`config.mk`:
```
export PLATFORM = sky130hd
export DESIGN_NAME = dir_home_ctrl
export DESIGN_NICKNAME = d
export VERILOG_FILES = /design/src/rtl/dir_pkg.sv /design/src/rtl/dir_lowest_bit.sv /design/src/rtl/dir_store.sv /design/src/rtl/dir_ctrl.sv /design/src/rtl/dir_home_ctrl.sv
export SDC_FILE = /design/constraint.sdc
export NUM_CORES = 1
export LEC_CHECK = 0
export BUFFER_PORTS_ARGS = -buffer_cell sky130_fd_sc_hd__buf_2
export CORE_MARGIN = 2
export CORE_UTILIZATION = 50
export DETAILED_ROUTE_END_ITERATION = 6
export GPL_ROUTABILITY_DRIVEN = 0
export GPL_TIMING_DRIVEN = 0
export PLACE_DENSITY = 0.73
export SLEW_MARGIN = 10
export SYNTH_ARGS = -nofsm -noshare
export SYNTH_HDL_FRONTEND = slang
export SYNTH_SLANG_ARGS = --single-unit
```
`constraint.sdc`:
```
create_clock -name clk -period 3.24 [get_ports clk]
set_clock_uncertainty 0.1 [all_clocks]
set_input_delay 0.648 -clock clk [delete_from_list [all_inputs] [get_ports clk]]
set_output_delay 0.648 -clock clk [all_outputs]
set_load 0.03 [all_outputs]
```
`src/rtl/dir_pkg.sv`:
```
package dir_pkg;

   typedef enum logic [1:0] {
      DS_UNC = 2'd0,
      DS_SHR = 2'd1,
      DS_EXC = 2'd2
   } dir_state_e;

   typedef enum logic [2:0] {
      F_IDLE  = 3'd0,
      F_INV   = 3'd1,
      F_FETCH = 3'd2,
      F_WAITD = 3'd3,
      F_REPLY = 3'd4
   } dir_fsm_e;

   localparam logic [1:0] RQ_READ  = 2'd0;
   localparam logic [1:0] RQ_WRITE = 2'd1;
   localparam logic [1:0] RQ_WBACK = 2'd2;

   localparam logic [1:0] MK_DATA      = 2'd0;
   localparam logic [1:0] MK_INV       = 2'd1;
   localparam logic [1:0] MK_FETCH     = 2'd2;
   localparam logic [1:0] MK_FETCH_INV = 2'd3;

endpackage

```
`src/rtl/dir_lowest_bit.sv`:
```
module dir_lowest_bit #(
   parameter int W  = 4,
   parameter int IW = 2
) (
   input  logic [W-1:0]  vec,
   output logic          any,
   output logic [W-1:0]  first,
   output logic [IW-1:0] idx
);

   genvar g;
   generate
      for (g = 0; g < W; g++) begin : g_bit
         if (g == 0) begin : g_low
            assign first[g] = vec[g];
         end else begin : g_high
            assign first[g] = vec[g] & ~(|vec[g-1:0]);
         end
      end
   endgenerate

   assign any = |vec;

   always_comb begin
      idx = '0;
      for (int i = 0; i < W; i++) begin
         if (first[i]) idx = idx | IW'(i);
      end
   end

endmodule

```
`src/rtl/dir_store.sv`:
```
module dir_store
   import dir_pkg::*;
#(
   parameter int N_NODES   = 4,
   parameter int N_BLOCKS  = 8,
   parameter int DATA_W    = 32,
   parameter int BLK_W     = 3,
   parameter bit CLEAR_MEM = 1'b1
) (
   input  logic                clk,
   input  logic                rst_n,
   input  logic [BLK_W-1:0]    rd_blk,
   output dir_state_e          rd_state,
   output logic [N_NODES-1:0]  rd_sh,
   output logic [DATA_W-1:0]   rd_mem,
   input  logic                dir_we,
   input  logic [BLK_W-1:0]    dir_blk,
   input  dir_state_e          dir_state_w,
   input  logic [N_NODES-1:0]  dir_sh_w,
   input  logic                mem_we,
   input  logic [BLK_W-1:0]    mem_blk,
   input  logic [DATA_W-1:0]   mem_wdata
);

   dir_state_e           st_q  [N_BLOCKS];
   logic [N_NODES-1:0]   sh_q  [N_BLOCKS];
   logic [DATA_W-1:0]    mem_q [N_BLOCKS];

   always_ff @(posedge clk or negedge rst_n) begin
      if (!rst_n) begin
         for (int b = 0; b < N_BLOCKS; b++) begin
            st_q[b] <= DS_UNC;
            sh_q[b] <= '0;
         end
      end else if (dir_we) begin
         st_q[dir_blk] <= dir_state_w;
         sh_q[dir_blk] <= dir_sh_w;
      end
   end

   generate
      if (CLEAR_MEM) begin : g_mem_clr
         always_ff @(posedge clk or negedge rst_n) begin
            if (!rst_n) begin
               for (int b = 0; b < N_BLOCKS; b++) mem_q[b] <= '0;
            end else if (mem_we) begin
               mem_q[mem_blk] <= mem_wdata;
            end
         end
      end else begin : g_mem_raw
         always_ff @(posedge clk) begin
            if (mem_we) mem_q[mem_blk] <= mem_wdata;
         end
      end
   endgenerate

   assign rd_state = st_q[rd_blk];
   assign rd_sh    = sh_q[rd_blk];
   assign rd_mem   = mem_q[rd_blk];

endmodule

```
`src/rtl/dir_ctrl.sv`:
```
module dir_ctrl
   import dir_pkg::*;
#(
   parameter int N_NODES = 4,
   parameter int DATA_W  = 32,
   parameter int NID_W   = 2,
   parameter int BLK_W   = 3
) (
   input  logic                clk,
   input  logic                rst_n,
   input  logic                req_valid,
   output logic                req_ready,
   input  logic [1:0]          req_kind,
   input  logic [NID_W-1:0]    req_node,
   input  logic [BLK_W-1:0]    req_blk,
   input  logic [DATA_W-1:0]   req_data,
   output logic                msg_valid,
   input  logic                msg_ready,
   output logic [1:0]          msg_kind,
   output logic [NID_W-1:0]    msg_node,
   output logic [BLK_W-1:0]    msg_blk,
   output logic [DATA_W-1:0]   msg_data,
   input  logic                rsp_valid,
   output logic                rsp_ready,
   input  logic [DATA_W-1:0]   rsp_data,
   output logic [BLK_W-1:0]    rd_blk,
   input  dir_state_e          rd_state,
   input  logic [N_NODES-1:0]  rd_sh,
   input  logic [DATA_W-1:0]   rd_mem,
   output logic                dir_we,
   output logic [BLK_W-1:0]    dir_blk,
   output dir_state_e          dir_state_w,
   output logic [N_NODES-1:0]  dir_sh_w,
   output logic                mem_we,
   output logic [BLK_W-1:0]    mem_blk,
   output logic [DATA_W-1:0]   mem_wdata,
   output logic [N_NODES-1:0]  enc_vec,
   input  logic [N_NODES-1:0]  enc_first,
   input  logic [NID_W-1:0]    enc_idx
);

   dir_fsm_e             fsm_q, fsm_d;
   logic [NID_W-1:0]     node_q, node_d;
   logic [BLK_W-1:0]     blk_q, blk_d;
   logic [N_NODES-1:0]   inv_q, inv_d;
   logic [NID_W-1:0]     owner_q, owner_d;
   logic [DATA_W-1:0]    data_q, data_d;
   logic                 finv_q, finv_d;

   logic [N_NODES-1:0]   req_bit, node_bit, owner_bit, others;

   assign req_bit   = N_NODES'(1) << req_node;
   assign node_bit  = N_NODES'(1) << node_q;
   assign owner_bit = N_NODES'(1) << owner_q;
   assign others    = rd_sh & ~req_bit;

   always_comb begin
      fsm_d       = fsm_q;
      node_d      = node_q;
      blk_d       = blk_q;
      inv_d       = inv_q;
      owner_d     = owner_q;
      data_d      = data_q;
      finv_d      = finv_q;
      dir_we      = 1'b0;
      dir_blk     = blk_q;
      dir_state_w = DS_UNC;
      dir_sh_w    = '0;
      mem_we      = 1'b0;
      mem_blk     = blk_q;
      mem_wdata   = rsp_data;
      req_ready   = 1'b0;
      msg_valid   = 1'b0;
      msg_kind    = MK_DATA;
      msg_node    = node_q;
      msg_blk     = blk_q;
      msg_data    = '0;
      rsp_ready   = 1'b0;
      rd_blk      = (fsm_q == F_IDLE) ? req_blk : blk_q;
      enc_vec     = (fsm_q == F_IDLE) ? rd_sh : inv_q;

      unique case (fsm_q)
         F_IDLE: begin
            req_ready = 1'b1;
            if (req_valid) begin
               node_d  = req_node;
               blk_d   = req_blk;
               dir_blk = req_blk;
               mem_blk = req_blk;
               data_d  = rd_mem;
               owner_d = enc_idx;
               case (req_kind)
                  RQ_READ: begin
                     if (rd_state == DS_EXC) begin
                        finv_d = 1'b0;
                        fsm_d  = F_FETCH;
                     end else begin
                        dir_we      = 1'b1;
                        dir_state_w = DS_SHR;
                        dir_sh_w    = (rd_state == DS_SHR) ? (rd_sh | req_bit) : req_bit;
                        fsm_d       = F_REPLY;
                     end
                  end
                  RQ_WRITE: begin
                     if (rd_state == DS_EXC) begin
                        finv_d = 1'b1;
                        fsm_d  = F_FETCH;
                     end else begin
                        dir_we      = 1'b1;
                        dir_state_w = DS_EXC;
                        dir_sh_w    = req_bit;
                        if (rd_state == DS_SHR && (|others)) begin
                           inv_d = others;
                           fsm_d = F_INV;
                        end else begin
                           fsm_d = F_REPLY;
                        end
                     end
                  end
                  RQ_WBACK: begin
                     if (rd_state == DS_EXC && (|(rd_sh & req_bit))) begin
                        dir_we      = 1'b1;
                        dir_state_w = DS_UNC;
                        dir_sh_w    = '0;
                        mem_we      = 1'b1;
                        mem_wdata   = req_data;
                     end
                  end
                  default: ;
               endcase
            end
         end
         F_INV: begin
            msg_valid = 1'b1;
            msg_kind  = MK_INV;
            msg_node  = enc_idx;
            if (msg_ready) begin
               inv_d = inv_q & ~enc_first;
               if ((inv_q & ~enc_first) == '0) fsm_d = F_REPLY;
            end
         end
         F_FETCH: begin
            msg_valid = 1'b1;
            msg_kind  = finv_q ? MK_FETCH_INV : MK_FETCH;
            msg_node  = owner_q;
            if (msg_ready) fsm_d = F_WAITD;
         end
         F_WAITD: begin
            rsp_ready = 1'b1;
            if (rsp_valid) begin
               mem_we      = 1'b1;
               data_d      = rsp_data;
               dir_we      = 1'b1;
               dir_state_w = finv_q ? DS_EXC : DS_SHR;
               dir_sh_w    = finv_q ? node_bit : (node_bit | owner_bit);
               fsm_d       = F_REPLY;
            end
         end
         F_REPLY: begin
            msg_valid = 1'b1;
            msg_kind  = MK_DATA;
            msg_data  = data_q;
            if (msg_ready) fsm_d = F_IDLE;
         end
         default: fsm_d = F_IDLE;
      endcase
   end

   always_ff @(posedge clk or negedge rst_n) begin
      if (!rst_n) begin
         fsm_q   <= F_IDLE;
         node_q  <= '0;
         blk_q   <= '0;
         inv_q   <= '0;
         owner_q <= '0;
         data_q  <= '0;
         finv_q  <= 1'b0;
      end else begin
         fsm_q   <= fsm_d;
         node_q  <= node_d;
         blk_q   <= blk_d;
         inv_q   <= inv_d;
         owner_q <= owner_d;
         data_q  <= data_d;
         finv_q  <= finv_d;
      end
   end

endmodule

```
`src/rtl/dir_home_ctrl.sv`:
```
module dir_home_ctrl
   import dir_pkg::*;
#(
   parameter int N_NODES   = 4,
   parameter int N_BLOCKS  = 8,
   parameter int DATA_W    = 32,
   parameter bit CLEAR_MEM = 1'b1,
   parameter int NID_W     = $clog2(N_NODES),
   parameter int BLK_W     = $clog2(N_BLOCKS)
) (
   input  logic               clk,
   input  logic               rst_n,
   input  logic               req_valid,
   output logic               req_ready,
   input  logic [1:0]         req_kind,
   input  logic [NID_W-1:0]   req_node,
   input  logic [BLK_W-1:0]   req_blk,
   input  logic [DATA_W-1:0]  req_data,
   output logic               msg_valid,
   input  logic               msg_ready,
   output logic [1:0]         msg_kind,
   output logic [NID_W-1:0]   msg_node,
   output logic [BLK_W-1:0]   msg_blk,
   output logic [DATA_W-1:0]  msg_data,
   input  logic               rsp_valid,
   output logic               rsp_ready,
   input  logic [DATA_W-1:0]  rsp_data
);

   generate
      if (N_NODES < 2 || N_NODES > 64) begin : g_bad_nodes
         $error("dir_home_ctrl: N_NODES must be in 2..64");
      end
      if (N_BLOCKS < 2 || N_BLOCKS > 1024) begin : g_bad_blocks
         $error("dir_home_ctrl: N_BLOCKS must be in 2..1024");
      end
      if (DATA_W < 1) begin : g_bad_width
         $error("dir_home_ctrl: DATA_W must be positive");
      end
      if (NID_W != $clog2(N_NODES) || BLK_W != $clog2(N_BLOCKS)) begin : g_bad_derived
         $error("dir_home_ctrl: NID_W/BLK_W must not be overridden");
      end
   endgenerate

   logic [BLK_W-1:0]    rd_blk;
   dir_state_e          rd_state;
   logic [N_NODES-1:0]  rd_sh;
   logic [DATA_W-1:0]   rd_mem;
   logic                dir_we;
   logic [BLK_W-1:0]    dir_blk;
   dir_state_e          dir_state_w;
   logic [N_NODES-1:0]  dir_sh_w;
   logic                mem_we;
   logic [BLK_W-1:0]    mem_blk;
   logic [DATA_W-1:0]   mem_wdata;
   logic [N_NODES-1:0]  enc_vec, enc_first;
   logic                enc_any;
   logic [NID_W-1:0]    enc_idx;

   dir_store #(
      .N_NODES(N_NODES), .N_BLOCKS(N_BLOCKS), .DATA_W(DATA_W),
      .BLK_W(BLK_W), .CLEAR_MEM(CLEAR_MEM)
   ) i_store (
      .clk(clk), .rst_n(rst_n),
      .rd_blk(rd_blk), .rd_state(rd_state), .rd_sh(rd_sh), .rd_mem(rd_mem),
      .dir_we(dir_we), .dir_blk(dir_blk), .dir_state_w(dir_state_w), .dir_sh_w(dir_sh_w),
      .mem_we(mem_we), .mem_blk(mem_blk), .mem_wdata(mem_wdata)
   );

   dir_lowest_bit #(.W(N_NODES), .IW(NID_W)) i_enc (
      .vec(enc_vec), .any(enc_any), .first(enc_first), .idx(enc_idx)
   );

   dir_ctrl #(
      .N_NODES(N_NODES), .DATA_W(DATA_W), .NID_W(NID_W), .BLK_W(BLK_W)
   ) i_ctrl (
      .clk(clk), .rst_n(rst_n),
      .req_valid(req_valid), .req_ready(req_ready), .req_kind(req_kind),
      .req_node(req_node), .req_blk(req_blk), .req_data(req_data),
      .msg_valid(msg_valid), .msg_ready(msg_ready), .msg_kind(msg_kind),
      .msg_node(msg_node), .msg_blk(msg_blk), .msg_data(msg_data),
      .rsp_valid(rsp_valid), .rsp_ready(rsp_ready), .rsp_data(rsp_data),
      .rd_blk(rd_blk), .rd_state(rd_state), .rd_sh(rd_sh), .rd_mem(rd_mem),
      .dir_we(dir_we), .dir_blk(dir_blk), .dir_state_w(dir_state_w), .dir_sh_w(dir_sh_w),
      .mem_we(mem_we), .mem_blk(mem_blk), .mem_wdata(mem_wdata),
      .enc_vec(enc_vec), .enc_first(enc_first), .enc_idx(enc_idx)
   );

   logic unused_any;
   assign unused_any = enc_any;

endmodule

```
==> out/metrics.csv, run 1 <==
metric;value;unit
outcome;complete, but fails checks;
failing checks;design-rule violations, negative setup slack;
layout cell share with drive strength beyond 1;41.9;%
largest net degree at the start of global routing;112;
Top FF cell, synth;dfrtp_1;
post-synthesis sequential area ratio;51.7;%
asr flop ratio synth;100;%
initial antenna violation count;0;
CTS tree;yes;
cell family with most CP delay;compound AO/OA/AOI/OAI gates;
Setup violations, final;344;
core area;33500;um2
# Max-Cap Violations;0;
clock latency on the worst-skew pair;540;ps
Seq cells post-synth;351;
leakage power;9.67;nW
CP Cell Sequence;or4b_1 -> clkbuf_8 -> nand2_4 -> buf_8 -> mux2i_4 -> a211oi_4 -> o31ai_2 -> o21ai_2 -> o21ai_2 -> buf_6;
final non-filler cell total;2272;
worst setup margin;-647;ps
Comb power frac;51.6;%
area delta synth->final;34.1;%
Total GRT Usage;30.3;%
DR WL/cell;25.4;um
Yosys top cell area share;51.7;%
Stages on worst setup path;10;
PortBufs;117;
reg2reg path depth;10;
antenna cells;0;
Via density;6.53;
Synth Cell Area;17000;um2
Buf/Inv on CP;3;
crit path capture;msg_node[1];
part of the power in the clock network;18.5;%
total congestion overflow;0;
clk buf depth;3;
TritonCTS buffer count;38;
drt drc;1;
Core Util, Final;68.0;%
Die X;188;um
first-pass GRT wire length;82800;um
effective utilization at floorplan;50.7;%
CP endpoint kind;output port;
iteration-0 DRC count of the detailed router;1631;
Max stage delay cell, worst path;or4b_1;
number of synthesized flops with an enable pin;0;
post-placement cell count;2118;
TritonCTS Sinks;351;
H-tree Lvls;2;
Mapped Nets;1626;
Pre-antenna DRT Iters;7;
Worst Path Max Fanout;8;
hold violation count in the final report;0;
largest stage delay on the critical path;560;ps
Layout Nets;1871;
Ports;118;
Unique masters post-synth;75;
R2R Setup Slk;-630;ps
top post-synthesis cells by area;dfrtp_1 (52%), mux4_2 (9.8%), a21oi_1 (6.6%);
Placement Setup Slack;-1270;ps
Max Fclk;0.257;GHz
via count;14800;
kind of critical path;flop to output port;
post-layout minimum cycle time;3890;ps
DP Wirelength;35300;um
Yosys warning count;0;
Required @ worst endpoint;2490;ps
Gate Count Post-Synth;1550;
worst r2r dst;i_ctrl.inv_q[0];
RSZ-0062 raised after global routing;yes;
Reg clk slew, reported paths;60;ps
sw frac;42.0;%
Mapped Avg Cell Area;11.0;um2
vias in the first global route;14500;
worst hold path class;input port to flop;
worst-margin pin slew;917;ps
CP startpoint;i_ctrl.fsm_q[2];
Root Buffer;clkbuf_16;
switching power;10.1;mW
Die Height;188;um
startpoint types;flop;
Peak supply drop;0.495;mV
Site Rows;67;
TNS Setup;-137150;ps
Final Max Tran Viols;0;
CP arrival;3140;ps
fin crit share;120;%
largest area contributor in the netlist;dfrtp_1;
normalized max-slew margin;38.8;%
Worst path most repeated cell;o21ai_2;
Seq pwr share;29.9;%
final wirelength;57700;um
power density over the cells;1050;nW/um2
internal power;13.9;mW
R2R Path Start;i_ctrl.fsm_q[2];
Post-DRT Antenna Nets;0;
origin of the worst min-delay path;req_valid;
die area;35500;um2
how the worst min path moves through the flow:
stage                     slack, ps                 to  depth (start not counted)
after floorplan                 250   i_ctrl.data_q[0]                          0
after global placement          360  i_ctrl.data_q[27]                          2
after detailed placement        360  i_ctrl.data_q[26]                          2
after CTS                       290  i_ctrl.owner_q[0]                          3
after global routing            310  i_ctrl.owner_q[0]                          3
final                           310  i_ctrl.owner_q[0]                          3
cells in the mapped netlist (3+ instances only):
master and count:
a21boi_0 3, o21ai_0 47, o31ai_1 3, nor3b_1 11, buf_1 12, mux2i_1 19, clkbuf_1 76, nor2_1 176
a21oi_1 225, nand2b_1 4, a22oi_1 5, or4b_2 3, buf_4 3, mux2_2 3, dfrtp_1 351, nor2b_1 4
buf_2 38, nor3_1 14, o2111ai_1 4, mux4_2 74, o311a_1 3, or3_1 3, a211oi_1 12, a31oi_1 3
and2_1 43, and2_0 3, o211ai_1 10, a2bb2oi_1 74, nand3_1 6, nand2_1 124, o221ai_1 4, o22a_1 90
inv_1 20, o22ai_2 25
repair_timing:
| item | 4_1_cts | 5_1_grt |
|---|---|---|
| hold endpoints to repair | 41 | 0 |
| pin swaps | 19 | 105 |
| cloned | 0 | 6 |
| hold buffers | 1 | 0 |
| setup buffers | 19 | 65 |
| setup endpoints to repair | 378 | 376 |
| resized for setup | 98 | 460 |
flip-flops by register name, indices dropped and copies added (netlist names):
register / cells
i_ctrl.fsm_q: 3
i_ctrl.node_q: 2
i_store.sh_q: 32
i_ctrl.inv_q: 4
i_ctrl.msg_blk: 3
i_ctrl.owner_q: 2
i_ctrl.finv_q: 1
i_store.st_q: 16
i_store.mem_q: 256
i_ctrl.data_q: 32
cell usage in the layout, fill, tap and decap left out, types with 35 or more instances in the layout:
cell | netlist | final
mux4_2 | 74 | 74
buf_2 | 38 | 127
nor2_1 | 176 | 169
a2bb2oi_2 | 0 | 71
buf_4 | 3 | 62
clkbuf_16 | 0 | 41
nand2_1 | 124 | 121
dfrtp_1 | 351 | 350
a21oi_2 | 0 | 129
and2_1 | 43 | 35
o22a_1 | 90 | 83
o21ai_0 | 47 | 42
a21oi_1 | 225 | 90
metal layers:
metal | global-route usage, % | up-vias | share of wire, %
met1 | 40.4 | 7465 | 38
met2 | 47.3 | 915 | 47
li1 | - | 6220 | -
met4 | 13.6 | 0 | 5.7
met5 | 0 | - | 0
met3 | 7.67 | 234 | 9.8
worst register-to-register path: stages (launching register included):
cell and delay (ps):
dfrtp_2 480, o31ai_2 500, and2_4 270, buf_4 160, buf_2 370, o211ai_1 160, a211oi_1 310, a2111oi_2 100
a2111o_1 520, o41ai_4 440, mux2_4 330
cell type report:
cell class / count / area, um2
Inverter: 21 / 86.3
Multi-Input combinational cell: 1045 / 9350
Buffer: 127 / 953
Tap cell: 448 / 561
Fill cell: 2287 / 10700
Timing Repair Buffer: 211 / 1810
Sequential cell: 351 / 8780
Clock buffer: 53 / 1060
Clock inverter: 16 / 199
metrics by stage:
step	hold slack [ps]	area (um2)	total power, mW
4_1_cts	294	20300	21.6
2_1_floorplan	252	17300	13.6
3_3_place_gp	355	18400	16.1
6_report	307	22800	24.0
5_1_grt	307	22800	25.0
3_5_place_dp	363	18500	16.5
power by group through the flow:
stage	clock, mW	sequential, mW	combinational [mW]
5_1_grt	4.63	7.33	13.1
2_1_floorplan	0	6.73	6.85
3_5_place_dp	0	6.99	9.47
6_report	4.44	7.18	12.4
4_1_cts	4.44	6.95	10.2
3_3_place_gp	0	6.91	9.24
cell families (layout without fill, tap and decap cells):
family | after synthesis | in the layout | share of synthesized area (%)
AOI/OAI and AO/OA | 542 | 542 | 22.5
and+or+nand+nor | 405 | 405 | 10.7
DFF | 351 | 351 | 51.7
buffers and inverters | 154 | 428 | 3.85
muxes | 97 | 97 | 11.2
xor gates and xnor gates | 1 | 1 | 0.0515
Note: power is estimated with default switching activity, not from simulation.
==> run 2: changes to the inputs <==
--- a/config.mk
+++ b/config.mk
@@ -6,12 +6,11 @@
 export NUM_CORES = 1
 export LEC_CHECK = 0
 export BUFFER_PORTS_ARGS = -buffer_cell sky130_fd_sc_hd__buf_2
-export CORE_MARGIN = 2
 export CORE_UTILIZATION = 50
 export DETAILED_ROUTE_END_ITERATION = 6
 export GPL_ROUTABILITY_DRIVEN = 0
 export GPL_TIMING_DRIVEN = 0
-export PLACE_DENSITY = 0.73
+export PLACE_DENSITY_LB_ADDON = 0.15
 export SLEW_MARGIN = 10
 export SYNTH_ARGS = -nofsm -noshare
 export SYNTH_HDL_FRONTEND = slang
==> out/metrics.csv, run 2 (synthesis results as in run 1) <==
metric;value;unit;change
Die X;186;um;was 188 um
total congestion overflow;0;;unchanged
final wirelength;54100;um;was 57,700 um
clk buf depth;3;;unchanged
PortBufs;117;;unchanged
clock latency on the worst-skew pair;530;ps;was 540 ps
Buf/Inv on CP;4;;was 3
Total GRT Usage;31.7;%;was 30.3%
# Max-Cap Violations;0;;unchanged
leakage power;8.93;nW;was 9.67 nW
Root Buffer;clkbuf_16;;unchanged
drt drc;0;;was 1
first-pass GRT wire length;84700;um;was 82,800 um
Hold Path Stages;3;;unchanged
Layout Nets;1814;;was 1,871
kind of critical path;flop to output port;;unchanged
Placement Setup Slack;-1300;ps;was -1270 ps
Biggest register;i_store.mem_q;;unchanged
Largest register FFs;256;;unchanged
worst-margin pin slew;1120;ps;was 917 ps
outcome;complete, but fails checks;;unchanged
TritonCTS Sinks;351;;unchanged
Regs by FF count;i_store.mem_q: 256 flops, i_ctrl.data_q: 32 flops, i_store.sh_q: 32 flops;;unchanged
DR WL/cell;24.5;um;was 25.4 um
Setup violations, final;375;;was 344
worst hold path class;input port to flop;;unchanged
H-tree Lvls;2;;unchanged
vias in the first global route;14200;;was 14,500
most common cell after layout, fill and taps aside;dfrtp_1;;unchanged
iteration-0 DRC count of the detailed router;1228;;was 1,631
Worst Path Max Fanout;4;;was 8
initial antenna violation count;0;;unchanged
Site Rows;67;;unchanged
Die Height;186;um;was 188 um
largest stage delay on the critical path;400;ps;was 560 ps
Post-DRT Antenna Nets;0;;unchanged
reg2reg path depth;14;;was 10
Max stage delay cell, worst path;dfrtp_1;;was or4b_1
DP Wirelength;36300;um;was 35,300 um
post-layout minimum cycle time;3870;ps;was 3890 ps
largest net degree at the start of global routing;114;;was 112
fin crit share;119;%;was 120%
cell family with most CP delay;compound AO/OA/AOI/OAI gates;;unchanged
Reg clk slew, reported paths;60;ps;about the same
Via density;6.34;;was 6.53
Peak supply drop;0.521;mV;was 0.495 mV
Max Fclk;0.259;GHz;was 0.257 GHz
Required @ worst endpoint;2490;ps;about the same
Ports;118;;unchanged
layout cell share with drive strength beyond 1;25.6;%;was 41.9%
TritonCTS buffer count;39;;was 38
Final Max Tran Viols;0;;unchanged
RSZ-0062 raised after global routing;yes;;unchanged
effective utilization at floorplan;50.8;%;was 50.7%
failing checks;negative setup slack;;was design-rule violations, negative setup slack
most frequent cells in the layout;dfrtp_1 (350), a21oi_1 (221), nor2_1 (176), buf_2 (130), nand2_1 (122);;was dfrtp_1 (350), nor2_1 (169), a21oi_2 (129), buf_2 (127), nand2_1 (121)
total power;21.7;mW;was 24.0 mW
area delta synth->final;20.0;%;was 34.1%
startpoint types;flop;;unchanged
CP Cell Sequence;clkbuf_8 -> or3_4 -> buf_8 -> inv_8 -> mux2i_4 -> o2111ai_2 -> o211ai_1 -> o221ai_2 -> a211oi_2 -> a21oi_2 -> o21ai_2 -> buf_6;;was or4b_1 -> clkbuf_8 -> nand2_4 -> buf_8 -> mux2i_4 -> a211oi_4 -> o31ai_2 -> o21ai_2 -> o21ai_2 -> buf_6
Stages on worst setup path;12;;was 10
via count;14000;;was 14,800
core area;33400;um2;was 33,500 um2
power density over the cells;1070;nW/um2;was 1050 nW/um2
hold violation count in the final report;0;;unchanged
worst setup margin;-626;ps;was -647 ps
antenna cells;0;;unchanged
CP endpoint kind;output port;;unchanged
die area;34700;um2;was 35,500 um2
normalized max-slew margin;25.3;%;was 38.8%
Pre-antenna DRT Iters;6;;was 7
CTS tree;yes;;unchanged
CP arrival;3120;ps;was 3140 ps
==> run 2: worst paths after layout <==
| check | from | to | slack, ps |
|---|---|---|---|
| max | i_ctrl.fsm_q[1] | msg_node[0] | -630 |
| min | req_valid | i_ctrl.owner_q[0] | 310 |
| max reg2reg | i_ctrl.fsm_q[1] | i_store.mem_q[58] | -580 |
| min reg2reg | i_ctrl.data_q[25] | i_ctrl.data_q[25] | 370 |
| max in group asynchronous | rst_n | i_store.mem_q[169] | 1230 |
| min in group asynchronous | rst_n | i_ctrl.owner_q[1] | 480 |
==> run 2: cell type report <==
| class | count | area, um2 |
|---|---|---|
| timing repair buffer | 152 | 971 |
| buffer | 128 | 736 |
| clock buffer | 58 | 1100 |
| fill | 2759 | 13100 |
| inverter | 21 | 86.3 |
| tap | 448 | 561 |
| sequential | 351 | 8780 |
| clock inverter | 6 | 36.3 |
| multi-input combinational | 1045 | 8130 |
==> run 2: tightest hold or removal path: cells and delay by family <==
kind	cells	cell delay (ps)
simple gates	2	110
buf+inv	1	140
==> run 2: what timing repair did <==
action | 4_1_cts | 5_1_grt
pin swaps | 19 | 16
buffers inserted | 21 | 10
endpoints found under the hold margin | 30 | 0
gates cloned | 0 | 0
setup endpoints to repair | 377 | 377
resized for setup | 90 | 68
hold buffers | 1 | 0
==> run 2: where the power goes <==
part	internal [mW]	total (mW)	leakage (nW)	switching, mW
Combinational	4.43	10.7	3.77	6.22
Sequential	6.00	6.99	4.60	0.995
Clock	2.33	4.09	0.553	1.76
==> run 2: stage by stage <==
stage | setup TNS, ps | hold slack [ps] | cells | area [um2] | utilization, %
after detailed placement | -386430 | 362 | 2118 | 18500 | 55.3
after global routing | -216500 | 316 | 2209 | 20400 | 61.0
after floorplan | -28420 | 252 | 1550 | 17300 | -
final | -158300 | 310 | 2209 | 20400 | 61.0
after global placement | -2256210 | 353 | 2115 | 18400 | 55.0
after CTS | -173620 | 293 | 2202 | 20200 | 60.3
==> run 2: routing by layer <==
layer | track usage [%] | part of all wire, % | wire [um] | vias to the layer above
met1 | 44.7 | 42 | 22700 | 7110
met2 | 48.3 | 46 | 24700 | 655
met5 | 0 | 0 | 0 | -
li1 | - | - | - | 6109
met4 | 12.7 | 4.0 | 2180 | 0
met3 | 6.55 | 8.3 | 4470 | 136
==> run 3: changes to the inputs <==
--- a/config.mk
+++ b/config.mk
@@ -7,6 +7,7 @@
 export LEC_CHECK = 0
 export BUFFER_PORTS_ARGS = -buffer_cell sky130_fd_sc_hd__buf_2
 export CORE_UTILIZATION = 50
+export CTS_BUF_LIST = sky130_fd_sc_hd__clkbuf_2
 export DETAILED_ROUTE_END_ITERATION = 6
 export GPL_ROUTABILITY_DRIVEN = 0
 export GPL_TIMING_DRIVEN = 0
==> out/metrics.csv, run 3 (synthesis results as in run 1) <==
metric;value;unit;change
outcome;complete, but fails checks;;unchanged
failing checks;negative setup slack;;unchanged
Via density;6.20;;was 6.34
leakage power;9.24;nW;was 8.93 nW
core area;33400;um2;unchanged
Biggest register;i_store.mem_q;;unchanged
post-placement cell count;2118;;unchanged
Total GRT Usage;32.8;%;was 31.7%
CP Cell Sequence;buf_4 -> or4b_4 -> and2_4 -> a2111oi_4 -> a211oi_4 -> o31ai_2 -> o21ai_2 -> o21ai_2 -> buf_6;;was clkbuf_8 -> or3_4 -> buf_8 -> inv_8 -> mux2i_4 -> o2111ai_2 -> o211ai_1 -> o221ai_2 -> a211oi_2 -> a21oi_2 -> o21ai_2 -> buf_6
CTS tree;yes;;unchanged
effective utilization at floorplan;50.8;%;unchanged
kind of critical path;flop to output port;;unchanged
Worst Path Max Fanout;5;;was 4
worst hold path class;input port to flop;;unchanged
worst setup margin;-1120;ps;was -626 ps
Setup violations, final;381;;was 375
# Max-Cap Violations;0;;unchanged
die area;34700;um2;unchanged
via count;14700;;was 14,000
most frequent cells in the layout;dfrtp_1 (350), a21oi_1 (221), nor2_1 (176), clkbuf_2 (149), nand2_1 (122);;was dfrtp_1 (350), a21oi_1 (221), nor2_1 (176), buf_2 (130), nand2_1 (122)
Pre-antenna DRT Iters;5;;was 6
most common cell after layout, fill and taps aside;dfrtp_1;;unchanged
Largest register FFs;256;;unchanged
Die Height;186;um;unchanged
fin crit share;135;%;was 119%
worst-margin pin slew;1050;ps;was 1120 ps
normalized max-slew margin;29.7;%;was 25.3%
largest stage delay on the critical path;520;ps;was 400 ps
final wirelength;55600;um;was 54,100 um
Root Buffer;clkbuf_2;;was clkbuf_16
area delta synth->final;22.7;%;was 20.0%
final non-filler cell total;2365;;was 2,209
RSZ-0062 raised after global routing;yes;;unchanged
Worst path most repeated cell;o21ai_2;;
DR WL/cell;23.5;um;was 24.5 um
Max Fclk;0.229;GHz;was 0.259 GHz
drt drc;0;;unchanged
CP endpoint kind;output port;;unchanged
Site Rows;67;;unchanged
post-layout minimum cycle time;4360;ps;was 3870 ps
TritonCTS buffer count;91;;was 39
Layout Nets;1928;;was 1,814
Die X;186;um;unchanged
startpoint types;flop;;unchanged
power density over the cells;996;nW/um2;was 1070 nW/um2
PortBufs;117;;unchanged
hold violation count in the final report;0;;unchanged
Ports;118;;unchanged
Core Util, Final;62.3;%;was 61.0%
total congestion overflow;0;;unchanged
Post-DRT Antenna Nets;0;;unchanged
area taken by multi-input logic gates;8100;um2;was 8130 um2
CP startpoint;i_ctrl.fsm_q[1];;unchanged
Peak supply drop;0.457;mV;was 0.521 mV
first-pass GRT wire length;87100;um;was 84,700 um
Max stage delay cell, worst path;or4b_4;;was dfrtp_1
clock latency on the worst-skew pair;1020;ps;was 530 ps
initial antenna violation count;2;;was 0
DP Wirelength;36300;um;unchanged
register area;8780;um2;unchanged
clk buf depth;3;;unchanged
fillers;2711;;was 2,759
largest net degree at the start of global routing;114;;unchanged
placed inst area;18500;um2;unchanged
CP arrival;3620;ps;was 3120 ps
H-tree Lvls;3;;was 2
R2R Path Start;i_ctrl.fsm_q[1];;unchanged
Required @ worst endpoint;2490;ps;about the same
Reg clk slew, reported paths;110;ps;was 60 ps
vias in the first global route;14900;;was 14,200
design area;20800;um2;was 20,400 um2
Regs by FF count;i_store.mem_q: 256 flops, i_ctrl.data_q: 32 flops, i_store.sh_q: 32 flops;;unchanged
origin of the worst min-delay path;req_blk[2];;was req_valid
iteration-0 DRC count of the detailed router;1364;;was 1,228
Final Max Tran Viols;0;;unchanged
Min Hold Slack;189;ps;was 310 ps
TritonCTS Sinks;351;;unchanged
layout cell share with drive strength beyond 1;27.7;%;was 25.6%
[run 3: changes by cell type in the layout (fill, tap and decap cells not counted), sizes merged]
cell,delta
clkinv,+23
diode,+2
dlygate4sd3,+69
bufinv,+3
inv,+1
clkbuf,+62
buf,-4
[run 3: layout make-up]
class | count | area share (%)
multi-input cells | 1045 | 38.9
well taps | 448 | 2.69
flip-flops and latches | 351 | 42.1
diodes | 2 | 0.0240
clock buffers | 123 | 2.95
inverters | 21 | 0.402
plain buffers | 129 | 3.51
clock inverters | 33 | 1.04
repair buffers | 213 | 8.36
[run 3: routing by layer]
metal / vias to the layer above / track usage (%) / wire, um
met1: 7400 / 44.8 / 23300
met2: 734 / 50.3 / 25900
met4: 0 / 13.9 / 1790
li1: 6396 / - / -
met3: 128 / 7.77 / 4600
met5: - / 0 / 0
[run 3: what timing repair did]
item	4_1_cts	5_1_grt
endpoints found under the hold margin	521	0
hold buffers	70	0
pin swaps	16	14
endpoints found under the setup margin	382	382
buffers inserted	14	9
gates resized for setup	132	84
[run 3: path summary, 6_finish.rpt]
| path | to | slack, ps | cells past startpoint |
|---|---|---|---|
| min | i_ctrl.msg_blk[2] | 190 | 3 |
| max in group asynchronous | i_store.mem_q[82] | 850 | 4 |
| max reg2reg | i_store.sh_q[13] | -840 | 13 |
| min reg2reg | i_ctrl.data_q[25] | 380 | 2 |
| max | msg_node[1] | -1120 | 9 |
| min in group asynchronous | i_store.sh_q[29] | 540 | 3 |
[run 3: worst max-delay path, delay by kind of cell, from the launching register on]
family / cells / cell delay [ps]
buffers and inverters: 2 / 290
DFF: 1 / 420
and+or+nand+nor: 2 / 730
AOI/OAI and AO/OA: 5 / 1150
[run 3: metrics by stage]
step,TNS (ps),power (mW),setup slack [ps]
3_3_place_gp,-2256210,16.3,-5380
2_1_floorplan,-28420,13.6,-208
4_1_cts,-290770,20.4,-1160
3_5_place_dp,-386430,16.6,-1300
6_report,-220580,20.8,-1120
5_1_grt,-264890,22.0,-1250
[run 3: report_power, final]
part | switching, mW | internal [mW]
sequential | 1.02 | 5.98
clock | 1.89 | 1.27
combinational | 6.18 | 4.43
total | 9.09 | 11.7
